## src/rtl/regpage_pkg.sv

```systemverilog
package regpage_pkg;
  typedef enum logic [2:0] {
    K_NONE  = 3'd0,
    K_IO    = 3'd1,
    K_CTL   = 3'd2,
    K_STK   = 3'd3,
    K_PAGED = 3'd4
  } acc_kind_e;

  function automatic int bits_for(input int n);
    return (n > 1) ? $clog2(n) : 1;
  endfunction
endpackage

```

## src/rtl/regpage_decode.sv

```systemverilog
module regpage_decode
  import regpage_pkg::*;
#(
  parameter int ADDR_W    = 8,
  parameter int DATA_W    = 8,
  parameter int IO_BASE   = 'h80,
  parameter int IO_CNT    = 4,
  parameter int WIN_BASE  = 'hC0,
  parameter int WIN_SIZE  = 8,
  parameter int NUM_PAGES = 4,
  parameter int IDX_W     = 3
) (
  input  logic              clk,
  input  logic              rst,
  input  logic [ADDR_W-1:0] addr,
  input  logic [DATA_W-1:0] page,
  output acc_kind_e         kind,
  output logic [IDX_W-1:0]  idx
);
  localparam int CTL_ADDR = IO_BASE + IO_CNT;
  localparam int STK_BASE = CTL_ADDR + 1;

  int a_i;
  int p_i;
  assign a_i = int'(addr);
  assign p_i = int'(page);

  always_comb begin
    kind = K_NONE;
    idx  = '0;
    if (a_i >= IO_BASE && a_i < IO_BASE + IO_CNT) begin
      kind = K_IO;
      idx  = IDX_W'(a_i - IO_BASE);
    end else if (a_i == CTL_ADDR) begin
      kind = K_CTL;
    end else if (a_i >= STK_BASE && a_i < STK_BASE + 3) begin
      kind = K_STK;
      idx  = IDX_W'(a_i - STK_BASE);
    end else if (a_i >= WIN_BASE && a_i < WIN_BASE + WIN_SIZE && p_i < NUM_PAGES) begin
      kind = K_PAGED;
      idx  = IDX_W'(a_i - WIN_BASE);
    end
  end

  // no window decode on a page that has no store behind it
  assert_no_window_on_high_page_R9: assert property (@(posedge clk) disable iff (rst)
    (p_i >= NUM_PAGES) |-> (kind != K_PAGED));
  // all-pages group decodes independent of the page value
  assert_global_ignores_page_R8: assert property (@(posedge clk) disable iff (rst)
    (a_i >= IO_BASE && a_i < IO_BASE + IO_CNT) |-> (kind == K_IO));
endmodule

```

## src/rtl/regpage_stack.sv

```systemverilog
module regpage_stack #(
  parameter int DATA_W = 8
) (
  input  logic              clk,
  input  logic              rst,
  input  logic              irq_enter,
  input  logic              irq_return,
  input  logic [DATA_W-1:0] irq_page,
  input  logic              ctl_we,
  input  logic              ctl_bit,
  input  logic              stk_we,
  input  logic [1:0]        stk_sel,
  input  logic [DATA_W-1:0] wdata,
  output logic [DATA_W-1:0] cur_q,
  output logic [DATA_W-1:0] nxt_q,
  output logic [DATA_W-1:0] lst_q,
  output logic              auto_q
);
  logic push, pop;
  assign push = irq_enter & auto_q;
  assign pop  = irq_return & auto_q & ~irq_enter;

  always_ff @(posedge clk) begin
    if (rst) begin
      cur_q  <= '0;
      nxt_q  <= '0;
      lst_q  <= '0;
      auto_q <= 1'b1;
    end else begin
      if (ctl_we) auto_q <= ctl_bit;
      if (push) begin
        cur_q <= irq_page;
        nxt_q <= cur_q;
        lst_q <= nxt_q;
      end else if (pop) begin
        cur_q <= nxt_q;
        nxt_q <= lst_q;
      end else if (stk_we) begin
        case (stk_sel)
          2'd0:    cur_q <= wdata;
          2'd1:    nxt_q <= wdata;
          default: lst_q <= wdata;
        endcase
      end
    end
  end

  assert_reset_state_R1: assert property (@(posedge clk)
    rst |=> (cur_q == '0 && nxt_q == '0 && lst_q == '0 && auto_q));
  assert_push_shift_R2: assert property (@(posedge clk) disable iff (rst)
    (irq_enter && auto_q) |=> (cur_q == $past(irq_page) && nxt_q == $past(cur_q) && lst_q == $past(nxt_q)));
  assert_pop_shift_R3: assert property (@(posedge clk) disable iff (rst)
    (irq_return && !irq_enter && auto_q) |=> (cur_q == $past(nxt_q) && nxt_q == $past(lst_q) && $stable(lst_q)));
  assert_disabled_hold_R4: assert property (@(posedge clk) disable iff (rst)
    (!auto_q && !stk_we) |=> ($stable(cur_q) && $stable(nxt_q) && $stable(lst_q)));
  assert_sw_blocked_R7: assert property (@(posedge clk) disable iff (rst)
    (pop && stk_we) |=> $stable(lst_q));
endmodule

```

## src/rtl/regpage_store.sv

```systemverilog
module regpage_store
  import regpage_pkg::*;
#(
  parameter int DATA_W    = 8,
  parameter int IO_CNT    = 4,
  parameter int WIN_SIZE  = 8,
  parameter int NUM_PAGES = 4,
  parameter int IDX_W     = 3
) (
  input  logic                     clk,
  input  logic                     rst,
  input  logic                     io_we,
  input  logic                     mem_we,
  input  logic [IDX_W-1:0]         idx,
  input  logic [DATA_W-1:0]        page,
  input  logic [DATA_W-1:0]        wdata,
  output logic [DATA_W-1:0]        mem_q,
  output logic [DATA_W-1:0]        io_rd,
  output logic [IO_CNT*DATA_W-1:0] io_flat
);
  localparam int DEPTH = NUM_PAGES * WIN_SIZE;
  localparam int MA_W  = bits_for(DEPTH);
  localparam int IO_W  = bits_for(IO_CNT);

  logic [DATA_W-1:0] mem [DEPTH];
  logic [DATA_W-1:0] io_r [IO_CNT];
  logic [MA_W-1:0]   maddr;
  int                lin;

  assign lin   = int'(page) * WIN_SIZE + int'(idx);
  assign maddr = MA_W'(lin);

  always_ff @(posedge clk) begin
    if (mem_we) mem[maddr] <= wdata;
    mem_q <= mem[maddr];
  end

  always_ff @(posedge clk) begin
    if (rst) begin
      for (int k = 0; k < IO_CNT; k++) io_r[k] <= '0;
    end else if (io_we) begin
      io_r[IO_W'(idx)] <= wdata;
    end
  end

  assign io_rd = io_r[IO_W'(idx)];

  for (genvar g = 0; g < IO_CNT; g++) begin : g_io
    assign io_flat[g*DATA_W +: DATA_W] = io_r[g];
  end
endmodule

```

## src/rtl/regpage_ctrl.sv

```systemverilog
module regpage_ctrl
  import regpage_pkg::*;
#(
  parameter int ADDR_W    = 8,
  parameter int DATA_W    = 8,
  parameter int IO_BASE   = 'h80,
  parameter int IO_CNT    = 4,
  parameter int WIN_BASE  = 'hC0,
  parameter int WIN_SIZE  = 8,
  parameter int NUM_PAGES = 4
) (
  input  logic                     clk,
  input  logic                     rst,
  input  logic                     irq_enter,
  input  logic                     irq_return,
  input  logic [DATA_W-1:0]        irq_page,
  input  logic [ADDR_W-1:0]        bus_addr,
  input  logic                     bus_wr,
  input  logic                     bus_rd,
  input  logic [DATA_W-1:0]        bus_wdata,
  output logic [DATA_W-1:0]        bus_rdata,
  output logic                     bus_hit,
  output logic [DATA_W-1:0]        cur_page,
  output logic                     auto_en,
  output logic [IO_CNT*DATA_W-1:0] io_q
);
  localparam int MAXN  = (IO_CNT > WIN_SIZE) ? IO_CNT : WIN_SIZE;
  localparam int IDX_W = bits_for((MAXN > 4) ? MAXN : 4);

  acc_kind_e         kind, kind_q;
  logic [IDX_W-1:0]  idx;
  logic [DATA_W-1:0] cur_q, nxt_q, lst_q, mem_q, io_rd, glob_val, glob_q;
  logic              auto_q, hit_q;

  regpage_decode #(
    .ADDR_W(ADDR_W), .DATA_W(DATA_W), .IO_BASE(IO_BASE), .IO_CNT(IO_CNT),
    .WIN_BASE(WIN_BASE), .WIN_SIZE(WIN_SIZE), .NUM_PAGES(NUM_PAGES), .IDX_W(IDX_W)
  ) u_dec (
    .clk(clk), .rst(rst), .addr(bus_addr), .page(cur_q), .kind(kind), .idx(idx)
  );

  regpage_stack #(.DATA_W(DATA_W)) u_stk (
    .clk(clk), .rst(rst), .irq_enter(irq_enter), .irq_return(irq_return),
    .irq_page(irq_page),
    .ctl_we(bus_wr && kind == K_CTL), .ctl_bit(bus_wdata[0]),
    .stk_we(bus_wr && kind == K_STK), .stk_sel(idx[1:0]), .wdata(bus_wdata),
    .cur_q(cur_q), .nxt_q(nxt_q), .lst_q(lst_q), .auto_q(auto_q)
  );

  regpage_store #(
    .DATA_W(DATA_W), .IO_CNT(IO_CNT), .WIN_SIZE(WIN_SIZE),
    .NUM_PAGES(NUM_PAGES), .IDX_W(IDX_W)
  ) u_st (
    .clk(clk), .rst(rst),
    .io_we(bus_wr && kind == K_IO), .mem_we(bus_wr && kind == K_PAGED),
    .idx(idx), .page(cur_q), .wdata(bus_wdata),
    .mem_q(mem_q), .io_rd(io_rd), .io_flat(io_q)
  );

  always_comb begin
    glob_val = '0;
    case (kind)
      K_IO:  glob_val = io_rd;
      K_CTL: glob_val = {{(DATA_W-1){1'b0}}, auto_q};
      K_STK: glob_val = (idx[1:0] == 2'd0) ? cur_q : (idx[1:0] == 2'd1) ? nxt_q : lst_q;
      default: glob_val = '0;
    endcase
  end

  always_ff @(posedge clk) begin
    if (rst) begin
      kind_q <= K_NONE;
      glob_q <= '0;
      hit_q  <= 1'b0;
    end else begin
      kind_q <= bus_rd ? kind : K_NONE;
      glob_q <= glob_val;
      hit_q  <= (bus_rd || bus_wr) && (kind != K_NONE);
    end
  end

  assign bus_rdata = (kind_q == K_PAGED) ? mem_q : (kind_q == K_NONE) ? '0 : glob_q;
  assign bus_hit   = hit_q;
  assign cur_page  = cur_q;
  assign auto_en   = auto_q;

  assert_idle_zero_R11: assert property (@(posedge clk) disable iff (rst)
    !bus_rd |=> (bus_rdata == '0));
  assert_idle_nohit_R11: assert property (@(posedge clk) disable iff (rst)
    !(bus_rd || bus_wr) |=> !bus_hit);
  assert_unmapped_zero_R10: assert property (@(posedge clk) disable iff (rst)
    !bus_hit |-> (bus_rdata == '0));
endmodule

```

## config.mk

```make
export PLATFORM = sky130hd
export DESIGN_NAME = regpage_ctrl
export DESIGN_NICKNAME = d
export VERILOG_FILES = /design/src/rtl/regpage_pkg.sv /design/src/rtl/regpage_decode.sv /design/src/rtl/regpage_stack.sv /design/src/rtl/regpage_store.sv /design/src/rtl/regpage_ctrl.sv
export SDC_FILE = /design/constraint.sdc
export NUM_CORES = 1
export LEC_CHECK = 0
export CORE_UTILIZATION = 35
export DETAILED_ROUTE_END_ITERATION = 8
export RECOVER_POWER = 25
export SETUP_SLACK_MARGIN = 0.2
export SLEW_MARGIN = 10
export SYNTH_ARGS = -nofsm -noshare
export SYNTH_HDL_FRONTEND = slang
export SYNTH_SLANG_ARGS = --single-unit
```

## constraint.sdc

```tcl
create_clock -name clk -period 6.3 [get_ports clk]
set_clock_uncertainty 0.2 [all_clocks]
set_input_delay 0.63 -clock clk [delete_from_list [all_inputs] [get_ports clk]]
set_output_delay 0.63 -clock clk [all_outputs]
set_load 0.02 [all_outputs]
```

==> impl_metrics.json, run 1 <==
{
  "synth_area_per_cell_um2": 13.37,
  "synth-seq-cells": 333,
  "critPathKind": "in -> reg",
  "synth_nets": 1062,
  "worstPathCellList": "clkdlybuf4s50_1 > nor4b_2 > nand4_2 > or2_0 > o211a_1 > and3_1 > or4_4 > nor4b_2 > nand2_1",
  "outcome": "finished with violations",
  "clock_path_buffers": 3,
  "end_kind": "register",
  "drv_slew": 260,
  "cpPeakStageDelay_ps": 880,
  "cts_resized": 0,
  "clkLatencyLatePin_ps": 520,
  "path_buf_inv": 1,
  "synthMostInstantiatedCell": "edfxtp_1",
  "max-slew-margin-rel_pct": -45.72,
  "initial_utilization_pct": 35.52,
  "gp_congestion": 0.9404,
  "worst_pin_slew_ps": 2186,
  "setup_viol": 0,
  "hold_viol": 0,
  "hpwl_mm": 25.93,
  "ir_drop_mv": 0.1411,
  "r2r_start": "u_stk.cur_q[7]",
  "path_common_cell": "nor4b_2",
  "clkSlewWorstSetupHoldPaths_ps": 60,
  "drive_above_1_share_pct": 12.21,
  "drc": 0,
  "fillCellCount": 3524,
  "io_pins": 80,
  "required_ps": 6500,
  "routed_wl_mm": 41.04,
  "numPortBuffers": 79,
  "cts_htree_levels": 2,
  "dpl_cell_area_um2": 15390,
  "viasPerCell": 5.737,
  "grt_max_degree": 38,
  "clock-sinks": 333,
  "rsz0062_at_grt": "no",
  "die_w_um": 200.3,
  "ys_seq_area_share_pct": 69.39,
  "dr.pass1.iters": 6,
  "cp-start-kind": "input pin",
  "min_period_over_period_pct": 68.62,
  "grt_pass1_vias": 9341,
  "cts_setup_buffers": 0,
  "ys_async_sr_fraction_pct": 0,
  "diodes": 0,
  "drt_iter0_markers": 1197,
  "yosys_warnings": 0,
  "min_delay_path_depth": 2,
  "cts_buffers": 37,
  "arrival_ps": 4520,
  "cp_slowest_cell": "nor4b_2",
  "std_cell_rows": 72,
  "powerDensity_nw_per_um2": 292.4,
  "core_area_um2": 38740,
  "grt_pass1_wl_mm": 60.95,
  "finalNetCount": 1171,
  "critical_path.startpoint": "bus_addr[3]",
  "postRouteAntennaNets": 0,
  "worstHoldEndpoint": "u_stk.lst_q[4]",
  "tns_ps": 0,
  "synth_common_cells": "edfxtp_1, nand2_1, nor2_1",
  "grt-ovfl-total": 0,
  "antenna_found_initial": 0,
  "vias": 9644,
  "cts_tree": "done",
  "holdWs_ps": 317.3,
  "path_delay_family": "simple AND/OR/NAND/NOR gates",
  "cp_max_fo": 28,
  "r2r_cells": 8,
  "dieArea_um2": 40110,
  "yosysUniqueCellTypes": 71,
  "violations": "max-capacitance violations, max-slew violations",
  "grt_usage_pct": 20.06,
  "yosys-top-cells-area": "edfxtp_1, dfxtp_1, a22oi_1, nand2_1, nor2_1",
  "ys.flop_type": "edfxtp_1",
  "fin_crit_ps": 4323,
  "r2r_slack_ps": 2470,
  "hold_path_class": "reg -> reg",
  "hp-start": "u_stk.lst_q[4]",
  "clk_root_buffer_cell": "clkbuf_16",
  "synth-edff-count": 288,
  "syn_inst": 1029,
  "die_h_um": 200.3,
  "reg2reg_to": "u_st.mem_q[3]",
  "design_area_um2": 16490,
  "fmax_mhz": 231.3,
  "synth_top_area_share_pct": 62.85,
  "area_growth_pct": 19.87,
  "cap_viol_max_count": 7,
  "wl_per_cell_um": 24.41,
  "cts_hold_buf": 0,
  "synth_top_area_cell": "edfxtp_1",
  "syn_area_um2": 13760,
  "leakage_nw": 5.369
}
## per-stage QoR
step                      util, %  power (mW)  setup WS [ps]  instances
after floorplan                 -       2.662           2645       1029
after global placement      39.73       2.827           1622       1617
after detailed placement    39.73       2.830           1534       1617
after CTS                   42.64       4.843           2076       1681
after global routing        42.58       4.949           1792       1681
final                       42.58       4.823           1977       1681
## cells by family after synthesis
logic type	synth area share, %
buffers and inverters	2.700
AND/OR/NAND/NOR	10.79
AO/OA/AOI/OAI	13.70
adder cells (fa/ha/maj)	0.2728
multiplexers	3.137
flip-flops	69.39
## metal layers
metal  routed length [µm]  vias to the layer above  GRT usage, %
li1                     -                     4270             -
met1                17010                     4783         28.05
met2                19150                      511         31.45
met3                 3531                       80         3.254
met4                 1350                        0         7.415
met5                    0                        -             0
## layout by cell type (no fill, tap or decap), types with 18 or more instances in the layout
cell type,Yosys,routed
a211oi_1,18,18
a21oi_1,32,31
a22o_1,21,21
a22oi_1,53,53
a31oi_1,22,22
buf_4,5,56
clkbuf_16,0,37
clkdlybuf4s50_1,0,73
dfxtp_1,45,43
edfxtp_1,288,288
mux2i_1,24,24
nand2_1,96,96
nand3_1,48,48
nor2_1,67,67
nor3_1,49,48
o21ai_0,32,32
## worst reg2reg max path, delay by kind of cell, from the launching register on
kind	cells	cell delay, ps
AOI/OAI and AO/OA	1	230
buffers and inverters	1	330
DFF	1	380
muxes	2	720
and+or+nand+nor	4	1840
## registers in the layout, summed over array words and instances (netlist names)
signal and count:
u_st.mem 256, u_st.io_r 32, glob_q 8, u_st.mem_q 8, u_stk.cur_q 8, u_stk.lst_q 8
u_stk.nxt_q 8, kind_q 3, bus_hit 1, u_stk.auto_q 1
## cell type report
type                            instances  area, µm²  share of cell area [%]
Clock inverter                         24      191.4                   1.161
Multi-Input combinational cell        610       3860                   23.40
Timing Repair Buffer                  143       1257                   7.623
Tap cell                              518      648.1                   3.929
Inverter                               13      48.80                  0.2958
Sequential cell                       333       9552                   57.91
Clock buffer                           40      937.1                   5.682
## report_power, final
part           total [mW]  internal (mW)  leakage, nW  switching (mW)
registers            2.46           2.42         3.00          0.0342
clock network        2.03           1.19        0.543           0.843
logic               0.331          0.115         1.82           0.216
total                4.82           3.73         5.37            1.09
## worst max path at each step
stage	cells past startpoint	endpoint
after floorplan	11	u_st.mem[16][0]
after global routing	9	u_st.mem_q[0]
after CTS	9	u_st.mem_q[0]
after detailed placement	9	u_st.mem_q[0]
final	9	u_st.mem_q[0]
after global placement	9	u_st.mem_q[0]
Power figures use the tool's default switching activity.
==> run 2: changes to the inputs <==
==> constraint.sdc (replaced) <==
create_clock -name clk -period 3.8 [get_ports clk]
set_clock_uncertainty 0.2 [all_clocks]
set_input_delay 0.38 -clock clk [delete_from_list [all_inputs] [get_ports clk]]
set_output_delay 0.38 -clock clk [all_outputs]
set_load 0.02 [all_outputs]
==> run 2 against run 1 <==
Compared with the run above: the run still ends with max-capacitance violations, max-slew violations left; non-clock buffer count grew 74; clock power grew 67%; hold slack lost 13 ps; die area is the same; combinational power grew 87%; first-iteration DRC count shrank 1.2%; register-to-register slack lost 1800 ps; flip-flop and latch count is the same; sequential share of layout area shrank 2.2 points; largest power group unchanged.
==> impl_metrics.json, run 2 (synthesis gave the netlist of run 1 again) <==
{
  "outcome": "finished with violations",
  "violations": "max-capacitance violations, max-slew violations",
  "clkLatencyLatePin_ps": 520,
  "clkSlewWorstSetupHoldPaths_ps": 60,
  "numPortBuffers": 79,
  "tns_ps": 0,
  "required_ps": 3820,
  "hpwl_mm": 28.63,
  "drt_iter0_markers": 1183,
  "top_register": "u_st.mem",
  "core_area_um2": 38740,
  "vias": 9913,
  "initial_utilization_pct": 35.52,
  "wl_per_cell_um": 24.23,
  "grt-ovfl-total": 0,
  "reg_top3": "u_st.mem x256, u_st.io_r x32",
  "postRouteAntennaNets": 0,
  "clock_path_buffers": 3,
  "routed_wl_mm": 42.57,
  "path_buf_inv": 5,
  "fin_crit_ps": 3484,
  "grt_pass1_vias": 9912,
  "setup_viol": 0,
  "ir_drop_mv": 0.3024,
  "clock-sinks": 333,
  "cpPeakStageDelay_ps": 510,
  "critPathKind": "in -> reg",
  "std_cell_rows": 72,
  "rsz0062_at_grt": "no",
  "cp_max_fo": 14,
  "gp_congestion": 0.9505,
  "cap_viol_max_count": 2,
  "min_period_over_period_pct": 91.68,
  "die_w_um": 200.3,
  "cts_setup_buffers": 0,
  "end_kind": "register",
  "cp-start-kind": "input pin",
  "clk_root_buffer_cell": "clkbuf_16",
  "viasPerCell": 5.642,
  "grt_usage_pct": 21.10,
  "dieArea_um2": 40110,
  "leakage_nw": 5.764,
  "cts_tree": "done",
  "antenna_found_initial": 2,
  "path_common_cell": "buf_4",
  "worstPathCellList": "clkdlybuf4s50_1 > nor4b_2 > clkbuf_1 > nand4_2 > nor2_1 > a2bb2oi_1 > buf_4 > buf_4 > nor3_1 > buf_4",
  "cp_slowest_cell": "clkdlybuf4s50_1",
  "fmax_mhz": 287.0,
  "grt_pass1_wl_mm": 63.86,
  "diodes": 0,
  "path_delay_family": "buffers and inverters",
  "drive_above_1_share_pct": 17.11,
  "finalNetCount": 1245,
  "dr.pass1.iters": 6,
  "cts_resized": 0,
  "largest_reg_flops": 256,
  "drc": 0,
  "max-slew-margin-rel_pct": -46.34,
  "hold_path_class": "reg -> reg",
  "cts_htree_levels": 2,
  "hold_viol": 0,
  "io_pins": 80,
  "final_cell_mix": "edfxtp_1, buf_4, nand2_1",
  "holdWs_ps": 303.8,
  "layout_commonest_cell": "edfxtp_1",
  "drv_slew": 74,
  "powerDensity_nw_per_um2": 470.5,
  "cts_buffers": 37,
  "cts_hold_buf": 0,
  "area_growth_pct": 24.62,
  "grt_max_degree": 37,
  "arrival_ps": 3500,
  "worst_pin_slew_ps": 2195,
  "die_h_um": 200.3
}
run 2: cell count changes in the layout (fill, tap and decap cells not counted), sizes merged:
cell / before / now
bufinv: 3 / 1
inv: 12 / 13
buf: 57 / 131
clkinv: 18 / 7
clkbuf: 47 / 64
dlygate4sd3: 6 / 7
clkdlybuf4s50: 73 / 72
clkinvlp: 4 / 1
run 2: metrics by stage:
stage	power [mW]	cells	utilization, %	setup slack, ps	instance area, µm²
detailed placement	4.759	1686	41.29	-219.1	15990
CTS	8.098	1752	44.21	310.8	17130
global placement	4.754	1686	41.29	-218.2	15990
floorplan	4.413	1029	-	394.9	13760
global route	8.280	1757	44.27	167.8	17150
finish	8.069	1757	44.27	316.3	17150
run 2: final timing paths:
kind | startpoint | end | slack (ps) | depth (start not counted)
max | bus_addr[3] | u_st.mem[11][7] | 320 | 10
min | u_st.mem[23][1] | u_st.mem_q[1] | 300 | 2
max reg2reg | u_stk.cur_q[4] | u_st.mem_q[0] | 680 | 10
min reg2reg | u_st.mem[23][1] | u_st.mem_q[1] | 300 | 2
run 2: where the power goes:
| group | switching (mW) | total (mW) | internal, mW |
|---|---|---|---|
| Sequential | 0.0537 | 4.07 | 4.01 |
| Combinational | 0.383 | 0.620 | 0.237 |
| Clock | 1.40 | 3.38 | 1.98 |
| Total | 1.84 | 8.07 | 6.23 |
run 2: area by class of cell:
type                       instances  area, µm²
fill                            3519      21590
tap                              518      648.1
sequential                       333       9552
multi-input combinational        610       3856
inverter                          13      48.80
clock inverter                     9      77.57
clock buffer                      57       1054
timing repair buffer             217       1913
run 2: worst register-to-register path, cell delays in order (launching register included):
cell       delay, ps
dfxtp_1          370
nor4b_4          440
a2bb2oi_2        160
buf_4            180
nor3_1           780
buf_4            300
nand2_1           60
a21oi_1          140
and4b_1          200
nor4b_2          150
nand2_1           70
run 2: metal layers:
layer / share of wire [%] / track usage [%] / wire length [µm] / vias to the layer above
met5: 0 / 0 / 0 / -
met4: 2.9 / 6.570 / 1252 / 0
met3: 7.9 / 3.205 / 3342 / 77
met2: 47 / 33.82 / 19870 / 463
met1: 43 / 29.48 / 18100 / 4963
li1: - / - / - / 4410
==> run 3: changes to the inputs <==
--- a/config.mk
+++ b/config.mk
@@ -9,6 +9,7 @@
 export DETAILED_ROUTE_END_ITERATION = 8
 export RECOVER_POWER = 25
 export SETUP_SLACK_MARGIN = 0.2
+export SKIP_LAST_GASP = 1
 export SLEW_MARGIN = 10
 export SYNTH_ARGS = -nofsm -noshare
 export SYNTH_HDL_FRONTEND = slang
==> results of run 3 <==
Same layout as run 2: the final DEF is identical, and so are final timing and power.
